`config.mk`:
```
export PLATFORM = sky130hd
export DESIGN_NAME = pwm_quad
export DESIGN_NICKNAME = d
export VERILOG_FILES = /design/src/rtl/pwm_quad_pkg.sv /design/src/rtl/pwm_regbank.sv /design/src/rtl/pwm_channel.sv /design/src/rtl/pwm_quad.sv
export SDC_FILE = /design/constraint.sdc
export NUM_CORES = 1
export LEC_CHECK = 0
export BUFFER_PORTS_ARGS = -buffer_cell sky130_fd_sc_hd__buf_2
export CELL_PAD_IN_SITES_DETAIL_PLACEMENT = 1
export CELL_PAD_IN_SITES_GLOBAL_PLACEMENT = 1
export CORE_ASPECT_RATIO = 1.1
export CORE_MARGIN = 3
export CORE_UTILIZATION = 54
export DETAILED_ROUTE_END_ITERATION = 8
export PLACE_DENSITY_LB_ADDON = 0.2
export SETUP_SLACK_MARGIN = 0.15
export SYNTH_ARGS = -nofsm -noshare
export SYNTH_HDL_FRONTEND = slang
export SYNTH_SLANG_ARGS = --single-unit
```
`constraint.sdc`:
```
create_clock -name clk -period 39.8 [get_ports clk]
set_input_delay 3.98 -clock clk [delete_from_list [all_inputs] [get_ports clk]]
set_output_delay 3.98 -clock clk [all_outputs]
set_load 0.05 [all_outputs]
```
`src/rtl/pwm_quad_pkg.sv`:
```
`timescale 1ns/1ps
package pwm_quad_pkg;

  localparam int NCH       = 4;
  localparam int CNT_W     = 16;
  localparam int PRE_W     = 6;
  localparam int AW        = 8;
  localparam int DW        = 32;
  localparam int POL_BASE  = 8;
  localparam int TYPE_BASE = 15;

  localparam logic [AW-1:0] OFS_CTRL = 8'h00;
  localparam logic [AW-1:0] OFS_DIV  = 8'h24;

  typedef enum logic [2:0] {
    RK_CTRL,
    RK_PER,
    RK_DUTY,
    RK_DIV,
    RK_NONE
  } reg_kind_t;

  function automatic logic [AW-1:0] ofs_period(input int ch);
    return AW'(4 + 8 * ch);
  endfunction

  function automatic logic [AW-1:0] ofs_duty(input int ch);
    return AW'(8 + 8 * ch);
  endfunction

endpackage

```
`src/rtl/pwm_regbank.sv`:
```
`timescale 1ns/1ps
module pwm_regbank
  import pwm_quad_pkg::*;
#(
  parameter int N_CH   = NCH,
  parameter int C_W    = CNT_W,
  parameter int P_W    = PRE_W,
  parameter int A_W    = AW,
  parameter int D_W    = DW
) (
  input  logic                      clk,
  input  logic                      rst_n,
  input  logic                      wr_en,
  input  logic                      rd_en,
  input  logic [A_W-1:0]            addr,
  input  logic [D_W-1:0]            wr_data,
  output logic [D_W-1:0]            rd_data,
  output logic [N_CH-1:0]           run_o,
  output logic [N_CH-1:0]           sense_o,
  output logic [N_CH-1:0]           type_o,
  output logic [N_CH-1:0][C_W-1:0]  period_o,
  output logic [N_CH-1:0][C_W-1:0]  duty_o,
  output logic [N_CH-1:0][P_W-1:0]  div_o
);

  localparam int SEL_W = (N_CH > 1) ? $clog2(N_CH) : 1;

  logic [N_CH-1:0]          run_q, run_d;
  logic [N_CH-1:0]          sense_q, sense_d;
  logic [N_CH-1:0]          type_q, type_d;
  logic [N_CH-1:0][C_W-1:0] per_q, per_d;
  logic [N_CH-1:0][C_W-1:0] duty_q, duty_d;
  logic [N_CH-1:0][P_W-1:0] div_q, div_d;
  logic [D_W-1:0]           rdata_q, rdata_d;
  logic [D_W-1:0]           rd_word;
  reg_kind_t                kind;
  logic [SEL_W-1:0]         sel;

  // address decode
  always_comb begin
    kind = RK_NONE;
    sel  = '0;
    if (addr == A_W'(OFS_CTRL)) begin
      kind = RK_CTRL;
    end else if (addr == A_W'(OFS_DIV)) begin
      kind = RK_DIV;
    end else begin
      for (int ch = 0; ch < N_CH; ch++) begin
        if (addr == A_W'(ofs_period(ch))) begin
          kind = RK_PER;
          sel  = SEL_W'(ch);
        end
        if (addr == A_W'(ofs_duty(ch))) begin
          kind = RK_DUTY;
          sel  = SEL_W'(ch);
        end
      end
    end
  end

  // next state of the stored registers
  always_comb begin
    run_d   = run_q;
    sense_d = sense_q;
    type_d  = type_q;
    per_d   = per_q;
    duty_d  = duty_q;
    div_d   = div_q;
    if (wr_en) begin
      unique case (kind)
        RK_CTRL: begin
          for (int ch = 0; ch < N_CH; ch++) begin
            run_d[ch]   = wr_data[ch];
            sense_d[ch] = wr_data[POL_BASE + ch];
            type_d[ch]  = wr_data[TYPE_BASE + ch];
          end
        end
        RK_PER:  per_d[sel]  = wr_data[C_W-1:0];
        RK_DUTY: duty_d[sel] = wr_data[C_W-1:0];
        RK_DIV: begin
          // field order is reversed: channel 0 sits highest
          for (int ch = 0; ch < N_CH; ch++) begin
            div_d[ch] = wr_data[(N_CH-1-ch)*P_W +: P_W];
          end
        end
        default: ;
      endcase
    end
  end

  // read multiplexer
  always_comb begin
    rd_word = '0;
    unique case (kind)
      RK_CTRL: begin
        for (int ch = 0; ch < N_CH; ch++) begin
          rd_word[ch]             = run_q[ch];
          rd_word[POL_BASE + ch]  = sense_q[ch];
          rd_word[TYPE_BASE + ch] = type_q[ch];
        end
      end
      RK_PER:  rd_word[C_W-1:0] = per_q[sel];
      RK_DUTY: rd_word[C_W-1:0] = duty_q[sel];
      RK_DIV: begin
        for (int ch = 0; ch < N_CH; ch++) begin
          rd_word[(N_CH-1-ch)*P_W +: P_W] = div_q[ch];
        end
      end
      default: rd_word = '0;
    endcase
  end

  always_comb begin
    rdata_d = rdata_q;
    if (rd_en) rdata_d = rd_word;
  end

  always_ff @(posedge clk or negedge rst_n) begin
    if (!rst_n) begin
      run_q   <= '0;
      sense_q <= '0;
      type_q  <= '0;
      per_q   <= '0;
      duty_q  <= '0;
      div_q   <= '0;
      rdata_q <= '0;
    end else begin
      run_q   <= run_d;
      sense_q <= sense_d;
      type_q  <= type_d;
      per_q   <= per_d;
      duty_q  <= duty_d;
      div_q   <= div_d;
      rdata_q <= rdata_d;
    end
  end

  assign rd_data  = rdata_q;
  assign run_o    = run_q;
  assign sense_o  = sense_q;
  assign type_o   = type_q;
  assign period_o = per_q;
  assign duty_o   = duty_q;
  assign div_o    = div_q;

  // an unmapped read yields zero on the following clock
  a_r3_unmapped_zero: assert property (@(posedge clk) disable iff (!rst_n)
    (rd_en && kind == RK_NONE) |=> (rd_data == '0));

  // a read without a simultaneous write of the same word returns the stored period
  a_r1_period_readback: assert property (@(posedge clk) disable iff (!rst_n)
    (rd_en && !wr_en && kind == RK_PER) |=> (rd_data[C_W-1:0] == per_q[$past(sel)]));

endmodule

```
`src/rtl/pwm_channel.sv`:
```
`timescale 1ns/1ps
module pwm_channel
  import pwm_quad_pkg::*;
#(
  parameter int C_W = CNT_W,
  parameter int P_W = PRE_W
) (
  input  logic           clk,
  input  logic           rst_n,
  input  logic           run_i,
  input  logic           sense_i,
  input  logic [C_W-1:0] period_i,
  input  logic [C_W-1:0] duty_i,
  input  logic [P_W-1:0] div_i,
  output logic           pwm_o
);

  logic           live_q, live_d;
  logic [C_W-1:0] cnt_q, cnt_d;
  logic [P_W-1:0] pre_q, pre_d;
  logic [C_W-1:0] wper_q, wduty_q;
  logic [P_W-1:0] wdiv_q;
  logic           load;
  logic           tick;
  logic [C_W:0]   cnt_inc;
  logic           active;

  assign load    = run_i && !live_q;
  assign tick    = live_q && (pre_q == wdiv_q);
  assign cnt_inc = {1'b0, cnt_q} + 1'b1;

  always_comb begin
    live_d = live_q;
    cnt_d  = cnt_q;
    pre_d  = pre_q;
    if (!run_i) begin
      live_d = 1'b0;
      cnt_d  = '0;
      pre_d  = '0;
    end else if (load) begin
      live_d = 1'b1;
      cnt_d  = '0;
      pre_d  = '0;
    end else if (tick) begin
      pre_d = '0;
      cnt_d = (cnt_inc >= {1'b0, wper_q}) ? '0 : cnt_inc[C_W-1:0];
    end else begin
      pre_d = pre_q + 1'b1;
    end
  end

  always_ff @(posedge clk or negedge rst_n) begin
    if (!rst_n) begin
      live_q <= 1'b0;
      cnt_q  <= '0;
      pre_q  <= '0;
    end else begin
      live_q <= live_d;
      cnt_q  <= cnt_d;
      pre_q  <= pre_d;
    end
  end

  // working copy, clock-enabled by the run rising edge only
  always_ff @(posedge clk or negedge rst_n) begin
    if (!rst_n) begin
      wper_q  <= '0;
      wduty_q <= '0;
      wdiv_q  <= '0;
    end else if (load) begin
      wper_q  <= period_i;
      wduty_q <= duty_i;
      wdiv_q  <= div_i;
    end
  end

  assign active = (cnt_q < wduty_q);
  assign pwm_o  = live_q ? (sense_i ? active : !active) : !sense_i;

  // a cleared run bit forces both counters to zero on the next clock
  a_r4_idle_hold: assert property (@(posedge clk) disable iff (!rst_n)
    !run_i |=> (cnt_q == '0 && pre_q == '0 && !live_q));

  // a run rising edge restarts the channel from zero
  a_r5_restart: assert property (@(posedge clk) disable iff (!rst_n)
    (run_i && !live_q) |=> (live_q && cnt_q == '0 && pre_q == '0));

  // the count stays below the working period
  a_r6_cnt_range: assert property (@(posedge clk) disable iff (!rst_n)
    (live_q && wper_q >= C_W'(2)) |-> (cnt_q < wper_q));

  // the divider counter never passes the working divider
  a_r6_div_range: assert property (@(posedge clk) disable iff (!rst_n)
    live_q |-> (pre_q <= wdiv_q));

  // the working copy is frozen while the channel keeps running
  a_r9_frozen: assert property (@(posedge clk) disable iff (!rst_n)
    (live_q && run_i) |=> ($stable(wper_q) && $stable(wduty_q) && $stable(wdiv_q)));

endmodule

```
`src/rtl/pwm_quad.sv`:
```
`timescale 1ns/1ps
module pwm_quad
  import pwm_quad_pkg::*;
#(
  parameter int N_CH = NCH,
  parameter int C_W  = CNT_W,
  parameter int P_W  = PRE_W,
  parameter int A_W  = AW,
  parameter int D_W  = DW
) (
  input  logic            clk,
  input  logic            rst_n,
  input  logic            wr_en,
  input  logic            rd_en,
  input  logic [A_W-1:0]  addr,
  input  logic [D_W-1:0]  wr_data,
  output logic [D_W-1:0]  rd_data,
  output logic [N_CH-1:0] pwm_out,
  output logic [N_CH-1:0] drv_mode
);

  logic [1:0]               rst_sync_q;
  logic                     rst_int_n;
  logic [N_CH-1:0]          run;
  logic [N_CH-1:0]          sense;
  logic [N_CH-1:0][C_W-1:0] period;
  logic [N_CH-1:0][C_W-1:0] duty;
  logic [N_CH-1:0][P_W-1:0] divv;

  // asynchronous assertion, synchronous release
  always_ff @(posedge clk or negedge rst_n) begin
    if (!rst_n) rst_sync_q <= 2'b00;
    else        rst_sync_q <= {rst_sync_q[0], 1'b1};
  end
  assign rst_int_n = rst_sync_q[1];

  pwm_regbank #(
    .N_CH (N_CH),
    .C_W  (C_W),
    .P_W  (P_W),
    .A_W  (A_W),
    .D_W  (D_W)
  ) u_regs (
    .clk      (clk),
    .rst_n    (rst_int_n),
    .wr_en    (wr_en),
    .rd_en    (rd_en),
    .addr     (addr),
    .wr_data  (wr_data),
    .rd_data  (rd_data),
    .run_o    (run),
    .sense_o  (sense),
    .type_o   (drv_mode),
    .period_o (period),
    .duty_o   (duty),
    .div_o    (divv)
  );

  for (genvar ch = 0; ch < N_CH; ch++) begin : g_ch
    pwm_channel #(
      .C_W (C_W),
      .P_W (P_W)
    ) u_ch (
      .clk      (clk),
      .rst_n    (rst_int_n),
      .run_i    (run[ch]),
      .sense_i  (sense[ch]),
      .period_i (period[ch]),
      .duty_i   (duty[ch]),
      .div_i    (divv[ch]),
      .pwm_o    (pwm_out[ch])
    );
  end

  // while the internal reset is held, all outputs sit high
  a_r11_reset_level: assert property (@(posedge clk)
    !rst_int_n |-> (pwm_out == '1 && drv_mode == '0));

endmodule

```
Yosys cells after proc, flatten, opt, wreduce, memory -nomap -nowiden

Index checks and enable logic that the tools add are counted.
Widths: inputs -> output; s select.

Reduce and logical (&&, ||, !) cells: 27
Add/subtract/negate cells: 8
Mux-type cells: 77
Magnitude comparators: 10
Equal/unequal tests: 24

Operator list:

| kind                  | count |
|---|---|
| $mux 16               | 19 |
| $bwmux 64             | 2 |
| $mux 6                | 12 |
| $add 16x1->17 const B | 4 |
| $ge 17x16->1          | 4 |
| $bmux 16 s2           | 2 |
| $lt 16x16->1          | 4 |
| $demux 16 s2          | 1 |
| $eq 8x5->1 const B    | 4 |
| $pmux 4 s4            | 2 |
| $mux 3                | 10 |
| $add 6x1->6 const B   | 4 |
| $eq 6x6->1            | 4 |
| $mux 1                | 18 |
| $eq 8x4->1 const B    | 2 |
| $eq 8x6->1 const B    | 2 |
| $logic_not 1->1       | 12 |
| $mux 2                | 6 |
| $pmux 4 s3            | 1 |
| $logic_and 1x1->1     | 9 |
| $ne 3x1->1 const B    | 3 |
| $pmux 3 s3            | 1 |
| $eq 8x3->1 const B    | 1 |
| $logic_not 8->1       | 1 |
| other kinds (12)      | 18 |

Input bits: 44
Register bits: 434

Longest topological paths before layout

Gate-level depths: netlist of run 1.

Word-level depth: 14
Mapped depth: 14
Mapped depth without buffers: 13

By module

A second synthesis of run 1 with hierarchy kept.

Cells, all modules: 2287
Area, all modules: 23178.5 µm²

Modules (own cells, without submodules):

| module      | times used | area an instance (µm²) | cells an instance |
|---|---|---|---|
| pwm_channel | 4          | 3470.8                 | 377 |
| pwm_regbank | 1          | 9241.4                 | 776 |
| pwm_quad    | 1          | 53.8                   | 3 |

Worst setup path before layout of run 1

OpenSTA, ideal clock, no wires.

Path type: input port to flip-flop
From: in addr[1]
To: reg u_regs.duty_q, in the netlist u_regs.duty_o[22]
Library setup time: 0.125 ns
Setup slack: 34.072 ns
Data arrival time: 5.604 ns
Stages: 7
Required time: 39.675 ns
Cell sequence: nor4_4 > o21ai_2 > nor3b_4 > nand2_2 > nor2_4 > buf_6 > mux2_2

Cells in the longest elaborated chain, start to end: 14

RTL lines:

| element                                                        | line               | text |
|---|---|---|
| start: declaration                                             | pwm_quad.sv:15     | `input logic [A_W-1:0] addr,` |
| $eq 8x4->1                                                     | pwm_regbank.sv:49  | `if (addr == A_W'(ofs_period(ch))) begin` |
| $mux 1                                                         | pwm_regbank.sv:49  |  |
| $mux 1                                                         | pwm_regbank.sv:53  | `if (addr == A_W'(ofs_duty(ch))) begin` |
| $mux 2                                                         | pwm_regbank.sv:49  |  |
| $mux 2                                                         | pwm_regbank.sv:53  |  |
| $mux 2                                                         | pwm_regbank.sv:49  |  |
| $mux 2                                                         | pwm_regbank.sv:53  |  |
| $mux 2                                                         | pwm_regbank.sv:45  | `end else if (addr == A_W'(OFS_DIV)) begin` |
| $mux 2                                                         | pwm_regbank.sv:43  | `if (addr == A_W'(OFS_CTRL)) begin` |
| $lt 2x3->1 (implied by the code) or $ge 2x1->1 (tied branches) | pwm_regbank.sv:79  | `RK_DUTY: duty_d[sel] = wr_data[C_W-1:0];` |
| $logic_and 1x1->1 (implied by the code)                        | pwm_regbank.sv:79  |  |
| $mux 16 (implied by the code)                                  | pwm_regbank.sv:79  |  |
| $demux 16 s2                                                   | n/a                |  |
| $bwmux 64                                                      | pwm_regbank.sv:79  |  |
| end signal: assignment                                         | pwm_regbank.sv:132 | `duty_q <= duty_d;` |
| end: declaration                                               | pwm_regbank.sv:32  | `logic [N_CH-1:0][C_W-1:0] duty_q, duty_d;` |

Several ways; a longest one is shown, not always the timed one.
A chain may end at the register's enable or synchronous reset.

Worst setup path after layout of run 1

From: reg g_ch[0].u_ch.cnt_q[6]
To: out pwm_out[0]

Cells in the longest elaborated chain, start to end: 4

RTL lines:

| element                  | line              | text |
|---|---|---|
| start: declaration       | pwm_channel.sv:19 | `logic [C_W-1:0] cnt_q, cnt_d;` |
| start signal: assignment | pwm_channel.sv:59 | `cnt_q <= cnt_d;` |
| $lt 16x16->1 *           | pwm_channel.sv:77 | `assign active = (cnt_q < wduty_q);` |
| $logic_not 1->1          | pwm_channel.sv:78 | `assign pwm_o = live_q ? (sense_i ? active : !active) : !sense_i;` |
| $mux 1 * (2 in a row)    | pwm_channel.sv:78 |  |
| end: declaration         | pwm_quad.sv:18    | `output logic [N_CH-1:0] pwm_out,` |

Every way passes the cells marked *; elsewhere a longest branch is shown, timed or not.

==> results of run 1 <==
worst max-delay path by stage:
stage	endpoint	startpoint	depth (start not counted)
4_1_cts	pwm_out[0]	g_ch[0].u_ch.cnt_q[6]	7
2_1_floorplan	g_ch[0].u_ch.cnt_q[0]	rst_sync_q[1]	0
3_5_place_dp	u_regs.period_o[54]	addr[2]	7
3_3_place_gp	u_regs.sense_o[0]	addr[1]	6
6_report	pwm_out[0]	g_ch[0].u_ch.cnt_q[6]	7
5_1_grt	pwm_out[0]	g_ch[0].u_ch.cnt_q[6]	7
power by group through the flow:
stage / Sequential (W) / Combinational [W] / Clock, W
2_1_floorplan: 0.000516 / 0.0000995 / 0
3_3_place_gp: 0.000515 / 0.000139 / 0
3_5_place_dp: 0.000518 / 0.000150 / 0
4_1_cts: 0.000510 / 0.000156 / 0.000442
5_1_grt: 0.000515 / 0.000175 / 0.000461
6_report: 0.000511 / 0.000155 / 0.000435
kinds of logic (layout without fill, tap and decap cells):
logic type                 count (synthesis)  in the layout  share of synthesized area
AOI/OAI and AO/OA                        438            438                     0.1303
adders and majority gates                132            132                    0.07226
DFF                                      434            434                     0.4751
xor gates and xnor gates                  92             92                    0.03525
other                                      2              9                  0.0003286
and+or+nand+nor                          499            499                     0.1114
buffers and inverters                    257            306                    0.04932
muxes                                    259            259                     0.1260
sequential cells by signal, summed over array words and instances, names as in the netlist, 24 cells and up:
signal and flops:
u_regs.div_o 24, u_regs.rd_data 24, g_ch.u_ch.wper_q 64, g_ch.u_ch.wduty_q 64
g_ch.u_ch.wdiv_q 24, u_regs.duty_o 64, u_regs.period_o 64, g_ch.u_ch.cnt_q 64
g_ch.u_ch.pre_q 24
cell usage in the layout (no fill, tap or decap), drive strengths merged, types with 66 or more instances in the layout:
master and count:
clkbuf 66, nand3 66, nor2 85, nand2 184, o21ai 152, dfrtp 434, buf 88, ha 132
inv 139, mux2 229
metrics by stage:
| step | utilization | worst slack [ns] | power [W] | hold WS, ns | cell area [um^2] |
|---|---|---|---|---|---|
| floorplan | - | 26.81 | 0.0006155 | 0.3312 | 22880 |
| global placement | 0.5668 | 32.82 | 0.0006539 | 0.3310 | 23510 |
| detailed placement | 0.5668 | 32.73 | 0.0006679 | 0.3302 | 23510 |
| CTS | 0.6030 | 32.84 | 0.001108 | 0.3306 | 25010 |
| global route | 0.6030 | 32.68 | 0.001150 | 0.3513 | 25010 |
| finish | 0.6030 | 32.90 | 0.001100 | 0.3014 | 25010 |
layer usage:
layer	up-vias	part of all wire
li1	7578	-
met1	8829	0.41
met2	434	0.51
met3	130	0.051
met4	4	0.032
met5	-	0.00041
worst max-delay path: stages (launching register included):
cell and delay, ns:
dfrtp_1 0.45, ha_1 0.34, nand4_1 0.11, o311ai_0 0.54, a21oi_1 0.16, o21ai_0 0.26
xor2_1 0.18, buf_2 0.29
cell type report:
class	count	area (um^2)
clock buffers	66	1348
well taps	560	700.7
multi-input cells	1429	10920
repair buffers	88	505.5
flip-flops and latches	434	10860
fillers	4435	16460
inverters	139	521.8
clock inverters	13	155.1
==> metrics.cfg, run 1 <==
[yosys]
netlist_top_cells_count=434 x dfrtp_1, 218 x mux2_2, 179 x nand2_1, 145 x o21ai_0, 138 x inv_1
synth.avg_cell_area_um2=10.82
synthMostInstantiatedCell=dfrtp_1
async_reset_ff_frac=1.000
yosys.cell_types.count=74
synth_area_mm2=0.02286
synth_edf_count=0
ys_seq_area_frac=0.4751
yosysWarnings=0
synth_top_area_cell=dfrtp_1
syn_inst=2113
synth_top_area_share=0.4751
synthFlopType=dfrtp_1
yosys-top-cells-area=dfrtp_1 48%, mux2_2 11%, ha_1 7.2%
ys_ff_latch=434

[floorplan]
die_area_mm2=0.04484
die_y_um=221.8
dieWidth_um=202.2
ios=84
start_util=0.5511
core_mm2=0.04148
rows=78

[timing]
tns_ns=0
fin_crit_sh=0.1734
rsz0062_at_grt=no
fmax_mhz=144.9
hold_viol_final=0
slew-limit-headroom=0.2147
setup_viol=0
tightest_slew_ns=1.168
finalClockSkew_ns=0.01865
finalMaxSlewViolations=0
finalCriticalPeriod_ns=6.902

[global_routing]
grt_busiest_layer=met2
grt_use_total=0.3039
met1_usage=0.3880
grt_pass1_vias=18217
grt_overflow=0
grt_util_met2=0.5370
antenna_found_initial=5
grt_pass1_wl_um=106900
met3_usage=0.04361
grt_max_degree=170

[power]
clkPwrFrac=0.396
p_sw_w=0.0003067
internal_power_w=0.0007935
p_comb_frac=0.140
powerDensity_mw_per_mm2=43.99
p_sw_frac=0.2787
sequentialPowerShare=0.464
ir_drop_uv=38.82
leakage_nw=11.87

[setup_path]
r2r-start=g_ch[2].u_ch.cnt_q[0]
worstReg2RegEnd=g_ch[2].u_ch.cnt_q[2]
start_kind=register
worst-path-max-fanout=7
crit_path_end_kind=primary output
critPathArrivalTime_ns=2.92
required_ns=35.82
r2r_setup_slack_ns=35.03
reg2regPathDepth=12
worstSetupPathType=reg2out

[finish]
syn_to_final_growth_pct=9.432
num_antenna_cells=0
fin_nets=2314
final_cells=2729
drive_above_1_share=0.1923

[route]
viasPerCell=6.220
ant_nets=0
finalWirelength_um=68160
drc=0
wl_per_cell_um=24.98
drt_pass1_iterations=5
first_iter_violations=1389
dr_total_vias=16975

[clock_tree]
clk_pin_slew_ns=0.06
cts_tree=done
post_cts_buffers=0
htreeDepth=2
cts_root_buffer=clkbuf_16
cts_resized=0
cts_buffers=46
ctsHoldBuffers=0
clk_latency_ns=0.59
clk_path_buf_depth=3
cts_sinks=434

[placed_design]
portBuffers=67
gp_congestion=0.9462
dp_cells=2650
hpwl_um=48230

[min_path]
hold_path.class=reg2async

[run]
max_cap_viol_count=0

[run_status]
outcome=completed

No activity file was read; power rests on OpenSTA's default activity.
==> run 2, diff against run 1 <==
--- a/config.mk
+++ b/config.mk
@@ -10,7 +10,7 @@
 export CELL_PAD_IN_SITES_GLOBAL_PLACEMENT = 1
 export CORE_ASPECT_RATIO = 1.1
 export CORE_MARGIN = 3
-export CORE_UTILIZATION = 54
+export CORE_UTILIZATION = 46
 export DETAILED_ROUTE_END_ITERATION = 8
 export PLACE_DENSITY_LB_ADDON = 0.2
 export SETUP_SLACK_MARGIN = 0.15
==> constraint.sdc (replaced) <==
create_clock -name clk -period 5.5 [get_ports clk]
set_input_delay 0.55 -clock clk [delete_from_list [all_inputs] [get_ports clk]]
set_output_delay 0.55 -clock clk [all_outputs]
set_load 0.05 [all_outputs]
==> run 2 against run 1 <==
Effect of this change: clock-buffer cell count up 1; largest cell class unchanged; highest routed layer unchanged; die area up 17%; design area up 1.3%; sequential power increased to 7.2 times the previous value; sequential cell count stayed put; worst hold slack got worse by 0.11 ns; utilization fell by 8.6 points.
==> metrics.cfg, run 2 (synthesis results as in run 1) <==
[timing]
rsz0062_at_grt=no
hold_viol_final=0  ; unchanged
tns_ns=0  ; unchanged
slew-limit-headroom=0.1198  ; -0.09491
tightest_slew_ns=1.309  ; +0.1412 ns
setup_ws_ns=1.213  ; -31.69 ns
finalClockSkew_ns=0.01120  ; -0.007456 ns
fmax_mhz=233.3
finalMaxSlewViolations=0  ; unchanged
fin_crit_sh=0.7794
setup_viol=0  ; unchanged
finalCriticalPeriod_ns=4.287

[setup_path]
worstReg2RegEnd=g_ch[1].u_ch.cnt_q[2]
worst-path-max-fanout=14  ; +7
crit_path_end_kind=register
worstSetupPathType=reg2reg
required_ns=6.00  ; -29.82 ns
r2r-start=g_ch[1].u_ch.cnt_q[0]
r2r_setup_slack_ns=1.21  ; -33.82 ns
critPathArrivalTime_ns=4.79  ; +1.87 ns
reg2regPathDepth=12  ; unchanged
start_kind=register

[clock_tree]
post_cts_buffers=0  ; unchanged
cts_buffers=49  ; +6.5%
clk_latency_ns=0.60  ; about the same
cts_tree=done
htreeDepth=2  ; unchanged
clk_path_buf_depth=3  ; unchanged
cts_root_buffer=clkbuf_16
ctsHoldBuffers=1  ; +1
clk_pin_slew_ns=0.06  ; about the same
cts_sinks=434  ; unchanged
cts_resized=0  ; unchanged

[min_path]
timing.hold.worst_endpoint=u_regs.div_o[2]
hold_start=wr_data[20]
hold_path.class=in2reg
holdPathStages=2

[placed_design]
portBuffers=67  ; unchanged
dp_cells=2742  ; +3.5%
place_ws_ns=1.218  ; -31.51 ns
gp_congestion=0.9852  ; +4.1%
hpwl_um=48810  ; +1.2%

[global_routing]
grt_max_degree=171  ; +0.59%
grt_use_total=0.2610  ; -0.04282
grt_pass1_wl_um=105300  ; -1.5%
antenna_found_initial=2  ; -3
grt_pass1_vias=18074  ; -0.78%
grt_overflow=0  ; unchanged

[power]
ir_drop_uv=248.7  ; +540%
leakage_nw=11.99  ; +0.99%
powerDensity_mw_per_mm2=324.7  ; +640%
total_power_w=0.008228  ; +650%

[finish]
drive_above_1_share=0.1973  ; +0.005084
final_cell_mix=433 x dfrtp_1, 218 x mux2_2, 179 x nand2_1
mostFrequentLayoutCell=dfrtp_1
final_cells=2831  ; +3.7%
fin_nets=2318  ; +0.17%
syn_to_final_growth_pct=10.87
num_antenna_cells=0  ; unchanged

[floorplan]
die_y_um=239.8  ; +8.1%
core_mm2=0.04903  ; +18%
ios=84  ; unchanged
dieWidth_um=218.5  ; +8.1%
rows=85  ; +9.0%
die_area_mm2=0.05240  ; +17%
start_util=0.4662  ; -0.08487

[route]
dr_total_vias=16707  ; -1.6%
drt_pass1_iterations=5  ; unchanged
wl_per_cell_um=23.88  ; -4.4%
first_iter_violations=1229  ; -12%
finalWirelength_um=67600  ; -0.83%
ant_nets=0  ; unchanged
drc=0  ; unchanged
viasPerCell=5.901  ; -5.1%

[run_status]
outcome=completed

[run]
max_cap_viol_count=0  ; unchanged

-- run 2: worst max-delay path by stage --
stage	end	start	slack, ns	depth (start not counted)
global placement	g_ch[1].u_ch.cnt_q[12]	g_ch[1].u_ch.cnt_q[0]	1.39	12
floorplan	g_ch[0].u_ch.cnt_q[0]	rst_sync_q[1]	1.25	0
finish	g_ch[1].u_ch.cnt_q[2]	g_ch[1].u_ch.cnt_q[0]	1.21	12
global route	g_ch[1].u_ch.cnt_q[12]	g_ch[1].u_ch.cnt_q[0]	0.83	12
CTS	g_ch[1].u_ch.cnt_q[2]	g_ch[1].u_ch.cnt_q[0]	1.20	12
detailed placement	g_ch[1].u_ch.cnt_q[2]	g_ch[1].u_ch.cnt_q[0]	1.22	12
-- run 2: power breakdown --
group | leakage, nW | switching, W | total, W | internal, W
registers | 5.89 | 0.000164 | 0.00369 | 0.00353
clock network | 0.838 | 0.00138 | 0.00345 | 0.00207
logic | 5.26 | 0.000706 | 0.00108 | 0.000375
total | 12.0 | 0.00225 | 0.00823 | 0.00597
-- run 2: metal layers --
layer / wire length (um) / track usage / share of wire / up-vias
met3: 3473 / 0.04935 / 0.051 / 114
met2: 32560 / 0.4376 / 0.48 / 380
met5: 27 / 0 / 0.00040 / -
li1: - / - / - / 7588
met1: 29050 / 0.3404 / 0.43 / 8621
met4: 2492 / 0.08956 / 0.037 / 4
-- run 2: cell type report --
| cell class | instances | area [um^2] |
|---|---|---|
| clock buffers | 67 | 1404 |
| multi-input cells | 1429 | 10920 |
| clock inverters | 21 | 284.0 |
| repair buffers | 89 | 528.0 |
| flip-flops and latches | 434 | 10860 |
| inverters | 139 | 521.8 |
| fillers | 5240 | 23690 |
| well taps | 652 | 815.8 |
-- run 2: metrics by stage --
step / instance area [um^2] / utilization / hold slack [ns]
floorplan: 22890 / - / 0.2544
global placement: 23640 / 0.4822 / 0.3326
detailed placement: 23640 / 0.4822 / 0.3364
CTS: 25340 / 0.5169 / 0.1489
global route: 25340 / 0.5169 / 0.1578
finish: 25340 / 0.5169 / 0.1878
-- run 2: critical path: stages (launching register included) --
cell      delay [ns]
dfrtp_1         0.47
ha_1            0.29
nand3_2         0.16
or4_1           0.70
o21a_1          0.25
or2_2           0.30
ha_1            0.31
a211oi_1        0.22
o21ai_0         0.12
o211ai_1        0.18
nor3b_2         0.86
a32oi_1         0.22
o31ai_1         0.11
==> run 3, diff against run 2 <==
==> constraint.sdc (replaced) <==
create_clock -name clk -period 3.55 [get_ports clk]
set_input_delay 0.355 -clock clk [delete_from_list [all_inputs] [get_ports clk]]
set_output_delay 0.355 -clock clk [all_outputs]
set_load 0.05 [all_outputs]
==> run 3 against run 2 <==
Effect of this change: total power increased by 53%; non-clock buffer count increased by 68; first-iteration DRC count increased by 3.7%; cell count increased by 2.3%; wire length increased by 3.3%; largest power group unchanged; combinational power increased by 62%.
==> metrics.cfg, run 3 (synthesis results as in run 1) <==
[min_path]
hold_path.class=in2async

[power]
leakage_nw=12.34  ; +3.0%
ir_drop_uv=392.2  ; +58%
sequentialPowerShare=0.453  ; +0.004
p_sw_w=0.003491  ; +55%
p_comb_frac=0.139  ; +0.008
total_power_w=0.01260  ; +53%
p_sw_frac=0.2770  ; +0.003003
internal_power_w=0.009110  ; +53%
clkPwrFrac=0.408  ; -0.012
powerDensity_mw_per_mm2=483.0  ; +49%

[timing]
fin_crit_sh=0.9302  ; +0.1508
tns_ns=0  ; unchanged
tightest_slew_ns=0.9729  ; -0.3365 ns
setup_ws_ns=0.2477  ; -0.9654 ns
setup_viol=0  ; unchanged
fmax_mhz=302.8  ; +30%
finalCriticalPeriod_ns=3.302  ; -0.9846 ns
rsz0062_at_grt=no
hold_ws_ns=0.06827  ; -0.1196 ns
finalMaxSlewViolations=0  ; unchanged
slew-limit-headroom=0.3514  ; +0.2316
hold_viol_final=0  ; unchanged
finalClockSkew_ns=0.01928  ; +0.008085 ns

[placed_design]
place_ws_ns=-0.09937  ; -1.318 ns
hpwl_um=50230  ; +2.9%
gp_congestion=0.9210  ; -6.5%
portBuffers=67  ; unchanged
place_area_mm2=0.02404  ; +1.7%

[route]
ant_nets=0  ; unchanged
dr_total_vias=17060  ; +2.1%
finalWirelength_um=69800  ; +3.3%
first_iter_violations=1274  ; +3.7%
viasPerCell=5.891  ; -0.18%
drt_pass1_iterations=5  ; unchanged
drc=0  ; unchanged
wl_per_cell_um=24.10  ; +0.94%

[clock_tree]
clk_path_buf_depth=3  ; unchanged
cts_tree=done
htreeDepth=2  ; unchanged
clk_latency_ns=0.60  ; about the same
cts_sinks=434  ; unchanged
cts_buffers=48  ; -2.0%
clk_pin_slew_ns=0.06  ; about the same
cts_root_buffer=clkbuf_16

[floorplan]
rows=85  ; unchanged
ios=84  ; unchanged
die_y_um=239.8  ; unchanged
core_mm2=0.04903  ; unchanged
die_area_mm2=0.05240  ; unchanged
start_util=0.4662  ; unchanged
dieWidth_um=218.5  ; unchanged

[finish]
syn_to_final_growth_pct=14.16
final_cell_mix=430 x dfrtp_1, 218 x mux2_2, 179 x nand2_1
drive_above_1_share=0.2304  ; +0.03305
fin_nets=2385  ; +2.9%
nFillCells=5240  ; unchanged
mostFrequentLayoutCell=dfrtp_1
final_area_mm2=0.02609  ; +3.0%
num_antenna_cells=0  ; unchanged

[setup_path]
critPathArrivalTime_ns=3.82  ; -0.97 ns
worstSetupPathType=reg2reg
start_kind=register
required_ns=4.07  ; -1.93 ns
worst-path-max-fanout=8  ; -6
crit_path_end_kind=register
r2r_setup_slack_ns=0.25  ; -0.97 ns

[global_routing]
grt_max_degree=123  ; -28%
grt_pass1_vias=18109  ; +0.19%
grt_overflow=0  ; unchanged
grt_use_total=0.2681  ; +0.007052
grt_pass1_wl_um=108200  ; +2.8%
antenna_found_initial=3  ; +1

[run_status]
outcome=completed

[run]
max_cap_viol_count=0  ; unchanged

[run 3: worst max-delay path, stage by stage, from the launching register on]
cell       delay (ns)
dfrtp_1          0.48
and3_2           0.31
and2_4           0.18
xnor2_1          0.23
ha_1             0.30
a21o_1           0.23
a2111oi_4        0.35
o2111ai_2        0.19
a2111oi_4        0.26
buf_4            0.21
bufbuf_16        0.25
nand3_1          0.08
mux2i_1          0.14
[run 3: final cells by class]
type | instances | area, um^2 | share of cell area
clock buffer | 64 | 1353 | 0.05184
clock inverter | 21 | 249.0 | 0.009543
inverter | 139 | 521.8 | 0.02000
multi-input combinational | 1429 | 11110 | 0.4258
sequential | 434 | 10870 | 0.4165
tap | 652 | 815.8 | 0.03126
timing repair buffer | 157 | 1175 | 0.04503
[run 3: power by group through the flow]
stage | Combinational [W] | Sequential, W | Clock (W)
5_1_grt | 0.00200 | 0.00576 | 0.00546
6_report | 0.00175 | 0.00571 | 0.00514
4_1_cts | 0.00176 | 0.00571 | 0.00525
2_1_floorplan | 0.00112 | 0.00577 | 0
3_3_place_gp | 0.00161 | 0.00578 | 0
3_5_place_dp | 0.00171 | 0.00580 | 0
[run 3: layer usage]
layer,vias up,wire length (um),part of all wire,track usage
li1,7733,-,-,-
met1,8880,30710,0.44,0.3550
met2,337,34330,0.49,0.4552
met3,106,2644,0.038,0.04136
met4,4,2092,0.030,0.08146
met5,-,25,0.00036,0
[run 3: timing repair]
item | CTS | global route
pin swaps | 8 | 11
hold buffers | 9 | 0
setup endpoints to repair | 41 | 58
setup buffers | 6 | 5
cloned | 2 | 1
resized for setup | 18 | 30
hold endpoints to repair | 13 | 0
[run 3: stage by stage]
step | utilization | cells
6_report | 0.5322 | 2896
5_1_grt | 0.5322 | 2896
4_1_cts | 0.5286 | 2890
3_5_place_dp | 0.4903 | 2788
3_3_place_gp | 0.4903 | 2788
2_1_floorplan | - | 2120
[run 3: path summary, 6_finish.rpt]
kind | startpoint | to | depth (start not counted)
min in group clk | rd_en | u_regs.rd_data[19] | 2
setup reg to reg | g_ch[3].u_ch.cnt_q[8] | g_ch[3].u_ch.cnt_q[15] | 12
max in group asynchronous | rst_sync_q[1] | g_ch[1].u_ch.cnt_q[2] | 2
setup / recovery | g_ch[3].u_ch.cnt_q[8] | g_ch[3].u_ch.cnt_q[15] | 12
hold reg to reg | rst_sync_q[0] | rst_sync_q[1] | 0
hold / removal | rst_n | rst_sync_q[1] | 2
